`src/rtl/irq_ctrl8.sv`:
```
module irq_ctrl8 #(
  parameter int NIRQ = 8,
  parameter int DW   = 8
) (
  input  logic          clk,
  input  logic          rst_n,
  input  logic          wr,
  input  logic          addr,
  input  logic [DW-1:0] wdata,
  output logic [DW-1:0] rdata,
  input  logic [NIRQ-1:0] irq_in,
  output logic          int_out,
  input  logic          ack,
  output logic [DW-1:0] vector
);
  localparam int IW = $clog2(NIRQ);
  localparam int BW = DW - IW;

  typedef enum logic [1:0] {S_RUN, S_BASE, S_CASC, S_MODE} seq_t;

  seq_t state;
  logic [NIRQ-1:0] irr, isr, mask, irq_q;
  logic [BW-1:0] base;
  logic lvl, single, need4, aeoi, sel_isr;

  logic [NIRQ-1:0] allow, cand, win_oh, isr_low, ack_set, eoi_clr;
  logic [IW-1:0]   win_id;
  logic            blk;

  logic op_ok, cmd_init, cmd_eoi, cmd_rsel;
  assign op_ok    = (state == S_RUN);
  assign cmd_init = wr && !addr && wdata[4];
  assign cmd_eoi  = wr && !addr && !wdata[4] && !wdata[3] && wdata[5] && op_ok;
  assign cmd_rsel = wr && !addr && !wdata[4] && wdata[3] && wdata[1] && op_ok;

  always_comb begin
    blk = 1'b0;
    allow = '0;
    for (int i = 0; i < NIRQ; i++) begin
      blk = blk | isr[i];
      allow[i] = !blk;
    end
    cand = irr & ~mask & allow;
    win_id = '0;
    win_oh = '0;
    for (int i = NIRQ - 1; i >= 0; i--) begin
      if (cand[i]) begin
        win_id = IW'(i);
        win_oh = NIRQ'(1) << i;
      end
    end
  end

  assign isr_low = isr & (~isr + NIRQ'(1));
  assign int_out = |cand;
  assign ack_set = ack ? win_oh : '0;
  assign eoi_clr = !cmd_eoi ? '0 :
                   wdata[6] ? (NIRQ'(1) << wdata[IW-1:0]) : isr_low;
  assign rdata   = addr ? DW'(mask) : (sel_isr ? DW'(isr) : DW'(irr));

  always_ff @(posedge clk) begin
    if (!rst_n) begin
      state   <= S_RUN;
      irr     <= '0;
      isr     <= '0;
      mask    <= '1;
      irq_q   <= '0;
      base    <= '0;
      lvl     <= 1'b0;
      single  <= 1'b0;
      need4   <= 1'b0;
      aeoi    <= 1'b0;
      sel_isr <= 1'b0;
      vector  <= '0;
    end else begin
      irq_q <= irq_in;
      irr   <= lvl ? irq_in : ((irr & ~ack_set) | (irq_in & ~irq_q));
      isr   <= (isr & ~eoi_clr) | (aeoi ? '0 : ack_set);
      if (ack) vector <= {base, int_out ? win_id : {IW{1'b1}}};
      if (cmd_init) begin
        state   <= S_BASE;
        mask    <= '0;
        lvl     <= wdata[3];
        single  <= wdata[1];
        need4   <= wdata[0];
        aeoi    <= 1'b0;
        sel_isr <= 1'b0;
      end else if (wr && addr) begin
        case (state)
          S_BASE: begin
            base  <= wdata[DW-1:IW];
            state <= !single ? S_CASC : (need4 ? S_MODE : S_RUN);
          end
          S_CASC: state <= need4 ? S_MODE : S_RUN;
          S_MODE: begin
            aeoi  <= wdata[1];
            state <= S_RUN;
          end
          default: mask <= wdata[NIRQ-1:0];
        endcase
      end else if (cmd_rsel) begin
        sel_isr <= wdata[0];
      end
    end
  end
endmodule


```
`config.mk`:
```
export PLATFORM = sky130hd
export DESIGN_NAME = irq_ctrl8
export DESIGN_NICKNAME = d
export VERILOG_FILES = /design/src/rtl/irq_ctrl8.sv
export SDC_FILE = /design/constraint.sdc
export NUM_CORES = 1
export LEC_CHECK = 0
export BUFFER_PORTS_ARGS = -buffer_cell sky130_fd_sc_hd__buf_2
export CORE_MARGIN = 3
export CORE_UTILIZATION = 35
export DETAILED_ROUTE_END_ITERATION = 10
export PLACE_DENSITY = 0.63
export SLEW_MARGIN = 20
export SYNTH_ARGS = -nofsm -noshare
export SYNTH_HDL_FRONTEND = slang
export SYNTH_SLANG_ARGS = --single-unit
```
`constraint.sdc`:
```
create_clock -name clk -period 3.1 [get_ports clk]
set_clock_uncertainty 0.2 [all_clocks]
set_input_delay 0.62 -clock clk [delete_from_list [all_inputs] [get_ports clk]]
set_output_delay 0.62 -clock clk [all_outputs]
set_load 0.02 [all_outputs]
```
# ---- Word level (Yosys, flattened, before mapping)
# Index checks and enable logic that the tools add are counted.
dict set report word_totals {
  regBits 52
  input_bits 21
  output_inout_bits 17
}
dict set report op_classes {
  add_sub_neg 1
  eq_ne 4
  n_shift 1
  muxes 32
  bitwise 23
  n_reduce_logical 34
}
# operator count
set ops {}
lappend ops {{2-to-1 mux 8 bit} 18}
lappend ops {{bitwise AND 8 bit} 6}
lappend ops {{inverter 8 bit} 5}
lappend ops {{2-to-1 mux 3 bit} 9}
lappend ops {{bitwise OR 8 bit} 2}
lappend ops {{logical NOT 1 bit} 11}
lappend ops {{logical AND 1 bit} 10}
lappend ops {{AND reduction 2 bit} 5}
lappend ops {{adder 8 x 1 -> 8 bit (second input constant)} 1}
lappend ops {{OR reduction 8 bit} 1}
lappend ops {{<< shifter 1 x 3 -> 8 bit (first input constant)} 1}
lappend ops {{bitwise OR 1 bit} 7}
lappend ops {{case mux 2 bit (3 select lines)} 1}
lappend ops {{== test 2 bit (second input constant)} 2}
lappend ops {{2-to-1 mux 2 bit} 2}
lappend ops {{nonzero test 4 bit} 1}
lappend ops {{inverter 1 bit} 3}
lappend ops {{AND reduction 3 bit} 1}
lappend ops {{nonzero test 3 bit} 1}
lappend ops {{OR reduction 3 bit} 1}
lappend ops {{== test 2 x 1 -> 1 bit (second input constant)} 1}
lappend ops {{logical NOT 2 bit} 1}
lappend ops {{2-to-1 mux 1 bit} 2}
lappend ops {{inequality test 2 x 1 -> 1 bit (second input constant)} 1}
lappend ops {{other kinds (2)} 2}

# ---- Logic depth before layout (Yosys ltp)
# Gate-level depths: netlist (run 1).
dict set report logic_depth {
  ltp_word 22
  ltp_mapped 7
  depth_no_buf 5
}

# ---- Least setup slack after synthesis (run 1)
# Ideal clock, no wire load.
dict set report synth_path {
  path_kind {register -> output}
  startpoint {register isr[0]}
  endpoint {output port int_out}
  arrival_ps 1749
  t_required_ps 2280
  slack_ps 531
  stages_incl_launch_ff 7
  path_buffers 2
  cell_sequence {dfxtp_1 buf_6 or4_4 buf_6 or2_2 a21oi_1 nand4b_1}
}
dict set report synth_between {
  elab_chain_cells 10
  elab_cells_between_ends 17
}
# element line
set synth_lines {}
lappend synth_lines {{start, declared} 22} ;# logic [NIRQ-1:0] irr, isr, mask, irq_q;
lappend synth_lines {{start signal, assigned} 78} ;# isr <= (isr & ~eoi_clr) | (aeoi ? '0 : ack_set);
lappend synth_lines {{bitwise OR 1 bit (7 in series)} 40} ;# blk = blk | isr[i];
lappend synth_lines {{logical NOT 1 bit} 41} ;# allow[i] = !blk;
lappend synth_lines {{bitwise AND 8 bit (*)} 43} ;# cand = irr & ~mask & allow;
lappend synth_lines {{OR reduction 8 bit (*)} 55} ;# assign int_out = |cand;
lappend synth_lines {{end, declared} 12} ;# output logic int_out,
# Mark *: on every way between the ends. The rest lies on a longest branch, timed or not.

# ---- Final worst setup path (run 1)
# Same ends and word-level chain as after synthesis.

==> results by group, run 1 <==
Detailed routing
  • Antenna viol nets, final: 0
  • Vias per cell: approximately 5.2
  • DRC violations left: 0
  • Vias: about 2200
  • Routed wire length: 6.354 mm
  • TritonRoute pass-1 iters: 4
  • Initial detailed-routing violation count: 185
  • Routed wire per std cell: ~15 um

Timing
  • Max-slew headroom: between 50 and 60%
  • RSZ-0062 raised after global routing: false
  • Fin Hold WS: 0.2843 ns
  • Final min period: 2.923 ns
  • Max Slew Vio Count: 0
  • Final Cycle Share: a little over nine tenths
  • TNS Setup: 0 ns
  • Setup-failing EPs final: 0
  • Hold Fails Final Rpt: 0
  • Tightest Pin Transition: roughly 0.70 ns
  • Fmax: approximately 340 MHz

Synthesis
  • Post-synth ARST share: 0%
  • EDFF count, synth: 0
  • Yosys warnings: 0
  • Mapped Cells: 300
  • Area share of the largest cell type after synthesis: between 40% and 50%
  • Most used DFF post-synth: dfxtp_1
  • Syn_area_per_cell: around 8.5 sq um
  • Net Count, Synth: 321
  • Largest cells by area after synthesis: dfxtp_1, mux2i_1, nand2_1, nor2b_1, o21ai_0
  • Largest area contributor in the netlist: dfxtp_1
  • Yosys reg bits: 52
  • Synth Cell Area: 0.002560 sq mm
  • Synth cell types: between 40 and 50
  • Register area share after synthesis: around two fifths

Flow run
  • Max Cap Viol: 0

Place
  • DP Cell Count: ~420
  • Hpwl dp: 4.523 mm
  • Dpl cell area: 0.002805 sq mm
  • GP Congestion: just over 0.9
  • Port buffer count: 37

Finish
  • Ant. Diodes: 0
  • Non-Filler Instances: between 400 and 500
  • Layout cells sized above 1: 16.97%
  • Commonest non-fill, non-tap cell in the layout: dfxtp_1
  • Final Instance Area: slightly below 0.003 sq mm
  • Filler instances: about 730
  • Commonest cells after routing, fill and taps aside: dfxtp_1, buf_2, nand2_1
  • Nets@finish: between 300 and 400
  • Layout area overhead: 13.98%

Global route
  • Total grt overflow: 0
  • Largest net degree at the start of global routing: 40
  • First-pass GRT wire length: between 10 and 15 mm
  • Initial antenna violation count: 0
  • All-Layer GR Usage: between 10% and 20%
  • Vias in the first global route: between 2000 and 2500

CTS
  • Longest Clk Path Bufs: 2
  • H-tree depth: 2
  • Clock root buffer: clkbuf_8
  • CTS tree: done
  • Register clock-pin slew on the reported worst setup and hold paths: around 0.1 ns
  • Clk sinks: 52
  • Total CTS buffers: 5
  • # Post-CTS Setup Buffers: 0
  • Clock Latency Late Sink: approximately 0.31 ns

Die
  • Starting Density: between 30% and 40%
  • Die ar.: between 0.008 and 0.009 sq mm
  • Die width: between 90 and 100 um
  • Core area: just under 0.007 sq mm
  • Die height: approximately 92 um
  • Top-Level Pins: 38
  • Row cnt: 30

Min path
  • Hold-critical path depth: 2
  • Worst hold path type: reg2reg

Power and ir drop
  • Leakage: roughly 1.2 nW
  • Total power: around 1.4 mW
  • Power per cell area: ~500 mW/mm^2
  • Peak supply drop: around 280 uV

Critical path
  • CP max FO: 10
  • Crit Path Category: reg2out
  • Worst Path Required: about 2.3 ns
  • Critical Path Start Type: flop
  • Reg2Reg Depth: 5
  • Crit. End Element: output port
  • Worst path arrival time: between 2 and 2.5 ns

Run status
  • Status: complete, no violations
## path summary, 6_finish.rpt
| path | start | to | slack (ns) |
|---|---|---|---|
| setup / recovery | isr[0] | int_out | 0.18 |
| hold / removal | vector[2] | vector[2] | 0.28 |
| setup reg to reg | isr[0] | irr[6] | 0.77 |
| hold reg to reg | vector[2] | vector[2] | 0.28 |
## power breakdown
part	leakage, nW	total (mW)	switching, mW	internal (mW)
clock network	0.0541	0.472	0.233	0.239
registers	0.428	0.733	0.0304	0.703
logic	0.673	0.230	0.134	0.0954
total	1.15	1.43	0.397	1.04
## cells by family after synthesis
| family | share of synthesized area [%] |
|---|---|
| DFF | 40.66 |
| and+or+nand+nor | 29.23 |
| buffers and inverters | 4.692 |
| AOI/OAI and AO/OA | 17.60 |
| muxes | 7.820 |
## final cells by class
cell class                      instances  area, sq um  share of cell area, %
Clock buffer                            5        68.82                  2.358
Sequential cell                        52         1042                  35.72
Timing Repair Buffer                   40        207.7                  7.118
Clock inverter                          3        42.54                  1.458
Tap cell                               96        120.1                  4.117
Multi-Input combinational cell        220         1399                  47.94
Inverter                               10        37.54                  1.286
## routing by layer
metal	track usage (%)	share of wire, %	wire [um]
met5	0	0	0
met4	4.523	1.2	78
met3	3.231	5.5	348
met2	23.98	44	2769
met1	22.84	50	3159
## cell usage after synthesis (all sizes together), types with 2 or more instances
master	count
o21ai	26
a31oi	3
a21oi	6
mux2i	20
o21a	3
clkbuf	16
inv	10
a21boi	8
a32o	2
buf	2
nand3	7
nand2	35
nor3	6
nand4b	3
nor2	14
and3	2
nor4	3
and2	13
nor2b	21
nand3b	5
nand4	5
nor3b	4
dfxtp	52
o211ai	11
nand2b	5
## registers in the layout, summed over array words and instances, names as in the netlist
register and cells:
base 5, aeoi 1, isr 8, vector 8, lvl 1, single 1, sel_isr 1, state 2
need4 1, irq_q 8, mask 8, irr 8
## stage by stage
step | utilization (%) | setup slack (ns)
floorplan | - | 0.5315
global placement | 40.40 | 0.5019
detailed placement | 40.40 | 0.4759
CTS | 42.00 | 0.1269
global route | 42.02 | 0.04500
finish | 42.02 | 0.1773
## critical path: stages (launching register included)
cell and delay [ns]:
dfxtp_2 0.37, or4_4 0.61, or2_2 0.35, a21oi_1 0.16
nand4b_1 0.14, buf_2 0.17
## what timing repair did
action / 4_1_cts / 5_1_grt
endpoints found under the setup margin: 0 / 1
hold buffers: 0 / 0
hold endpoints to repair: 0 / 0
resized for setup: 0 / 1
Note: power is estimated with default switching activity, not from simulation.
==> run 2, diff against run 1 <==
Settings changed: CORE_UTILIZATION 35 to 50, PLACE_DENSITY 0.63 to 0.81.
==> results by group, run 2 (same netlist as run 1, synthesis figures left out) <==
Global route
  • Total grt overflow: 0 (unchanged)
  • Largest net degree at the start of global routing: 29 (-28%)
  • First-pass GRT wire length: 9.742 mm (-9.2%)
  • Vias in the first global route: 2076 (-3.6%)
  • All-Layer GR Usage: 20.06% (+4.1 points)
  • Initial antenna violation count: 0 (unchanged)

Timing
  • TNS Setup: 0 ns (unchanged)
  • RSZ-0062 raised after global routing: false
  • Final min period: 2.934 ns (+0.01097 ns)
  • Setup-failing EPs final: 0 (unchanged)
  • Fmax: 340.9 MHz (-0.37%)
  • Tightest Pin Transition: 0.6639 ns (-0.03220 ns)
  • Final Cycle Share: 94.63% (+0.35 points)
  • Max-slew headroom: 55.33% (+2.2 points)
  • Hold Fails Final Rpt: 0 (unchanged)
  • Max Slew Vio Count: 0 (unchanged)

Finish
  • Commonest non-fill, non-tap cell in the layout: dfxtp_1
  • Commonest cells after routing, fill and taps aside: dfxtp_1, buf_2, nand2_1
  • Layout area overhead: 12.02%
  • Non-Filler Instances: 397 (-6.8%)
  • Ant. Diodes: 0 (unchanged)
  • Nets@finish: 350 (unchanged)
  • Layout cells sized above 1: 16.97% (unchanged)

Critical path
  • Worst Path Buf+Inv: 1 (unchanged)
  • Slack of the worst reg-to-reg path: 0.76 ns (about the same)
  • Critical Path Start Type: flop
  • CP max FO: 10 (unchanged)
  • Crit. End Element: output port
  • Crit-path cells: or4_4 -> or2_2 -> a21oi_2 -> nand4b_1 -> buf_2
  • Worst path arrival time: 2.11 ns (about the same)
  • CP max stage delay: 0.62 ns (about the same)
  • Worst Path Required: 2.28 ns (about the same)
  • Crit-path leading delay family: simple AND/OR/NAND/NOR gates
  • Crit Path Category: reg2out
  • Slowest cell on the critical path: or4_4

Detailed routing
  • Routed wire per std cell: 14.55 um (-2.5%)
  • Vias per cell: 5.605 (+8.3%)
  • TritonRoute pass-1 iters: 5 (+1)
  • Initial detailed-routing violation count: 171 (-7.6%)
  • Routed wire length: 5.776 mm (-9.1%)
  • Antenna viol nets, final: 0 (unchanged)
  • Vias: 2225 (+0.91%)
  • DRC violations left: 0 (unchanged)

Run status
  • Status: complete, no violations

Die
  • Die height: 77.56 um (-15%)
  • Core area: 0.004848 sq mm (-30%)
  • Row cnt: 25 (-17%)
  • Die width: 77.56 um (-15%)
  • Starting Density: 52.80% (+16 points)
  • Top-Level Pins: 38 (unchanged)
  • Die ar.: 0.006015 sq mm (-28%)

Flow run
  • Max Cap Viol: 0 (unchanged)

CTS
  • Post-CTS Hold Fix Bufs: 0 (unchanged)
  • H-tree depth: 2 (unchanged)
  • Cts repair resizes: 0 (unchanged)
  • Register clock-pin slew on the reported worst setup and hold paths: 0.10 ns (about the same)
  • Clock root buffer: clkbuf_8
  • Longest Clk Path Bufs: 2 (unchanged)
  • Clock Latency Late Sink: 0.32 ns (about the same)
  • Total CTS buffers: 5 (unchanged)
  • Clk sinks: 52 (unchanged)
  • CTS tree: done
  • # Post-CTS Setup Buffers: 0 (unchanged)

Power and ir drop
  • Peak supply drop: 325.9 uV (+16%)
  • Power per cell area: 477.7 mW/mm^2 (-2.8%)
  • Leakage: 1.150 nW (-0.46%)

Place
  • DP Cell Count: 389 (-6.9%)
  • Hpwl dp: 4.187 mm (-7.4%)
  • Port buffer count: 37 (unchanged)
  • GP Congestion: 0.8927 (-1.4%)

Min path
  • Worst hold path type: reg2reg
==> run 2: changes by cell type in the layout (fill, tap and decap cells not counted) <==
cell,before,now
clkinv_4,0,1
dfxtp_1,51,52
clkinvlp_4,1,0
bufinv_16,1,0
clkinv_2,1,0
inv_6,0,2
a21oi_2,0,1
a21oi_1,6,5
dfxtp_2,1,0
==> run 2: final timing paths <==
path / startpoint / endpoint / cells after the start
max: isr[0] / int_out / 5
min: vector[2] / vector[2] / 2
max reg2reg: isr[0] / irr[6] / 5
min reg2reg: vector[2] / vector[2] / 2
==> run 2: cell type report <==
class,instances,area (sq um)
Tap cell,67,83.83
Fill cell,416,1981
Inverter,10,37.54
Clock inverter,3,26.28
Multi-Input combinational cell,220,1403
Timing Repair Buffer,40,207.7
Clock buffer,5,68.82
Sequential cell,52,1041
==> run 2: worst register-to-register path, cell delays in order (launching register included) <==
cell and delay [ns]:
dfxtp_1 0.39, or4_4 0.63, a2111oi_4 0.40, and3_1 0.23
nand3_1 0.12, a32o_1 0.28
==> run 2: power breakdown <==
group          internal [mW]  switching (mW)  leakage, nW
Combinational         0.0959           0.132        0.673
Clock                  0.166           0.243       0.0491
Sequential             0.703          0.0295        0.427
==> run 2: per-layer routing <==
layer	up-vias	wire length (um)	global-route usage (%)
met5	-	0	0
met4	0	121	8.363
met3	12	363	4.756
met2	72	2617	30.74
met1	1020	2673	27.03
li1	1121	-	-
==> run 2: stage by stage <==
step | hold WS [ns] | setup WS [ns] | util (%) | instance area [sq um] | power [mW]
floorplan | 0.2469 | 0.5315 | - | 2560 | 0.9053
global placement | 0.2639 | 0.4947 | 57.11 | 2769 | 0.9683
detailed placement | 0.2711 | 0.4772 | 57.11 | 2769 | 0.9742
CTS | 0.2946 | 0.1284 | 59.07 | 2864 | 1.379
global route | 0.3095 | 0.02745 | 59.15 | 2868 | 1.436
finish | 0.2931 | 0.1663 | 59.15 | 2868 | 1.370
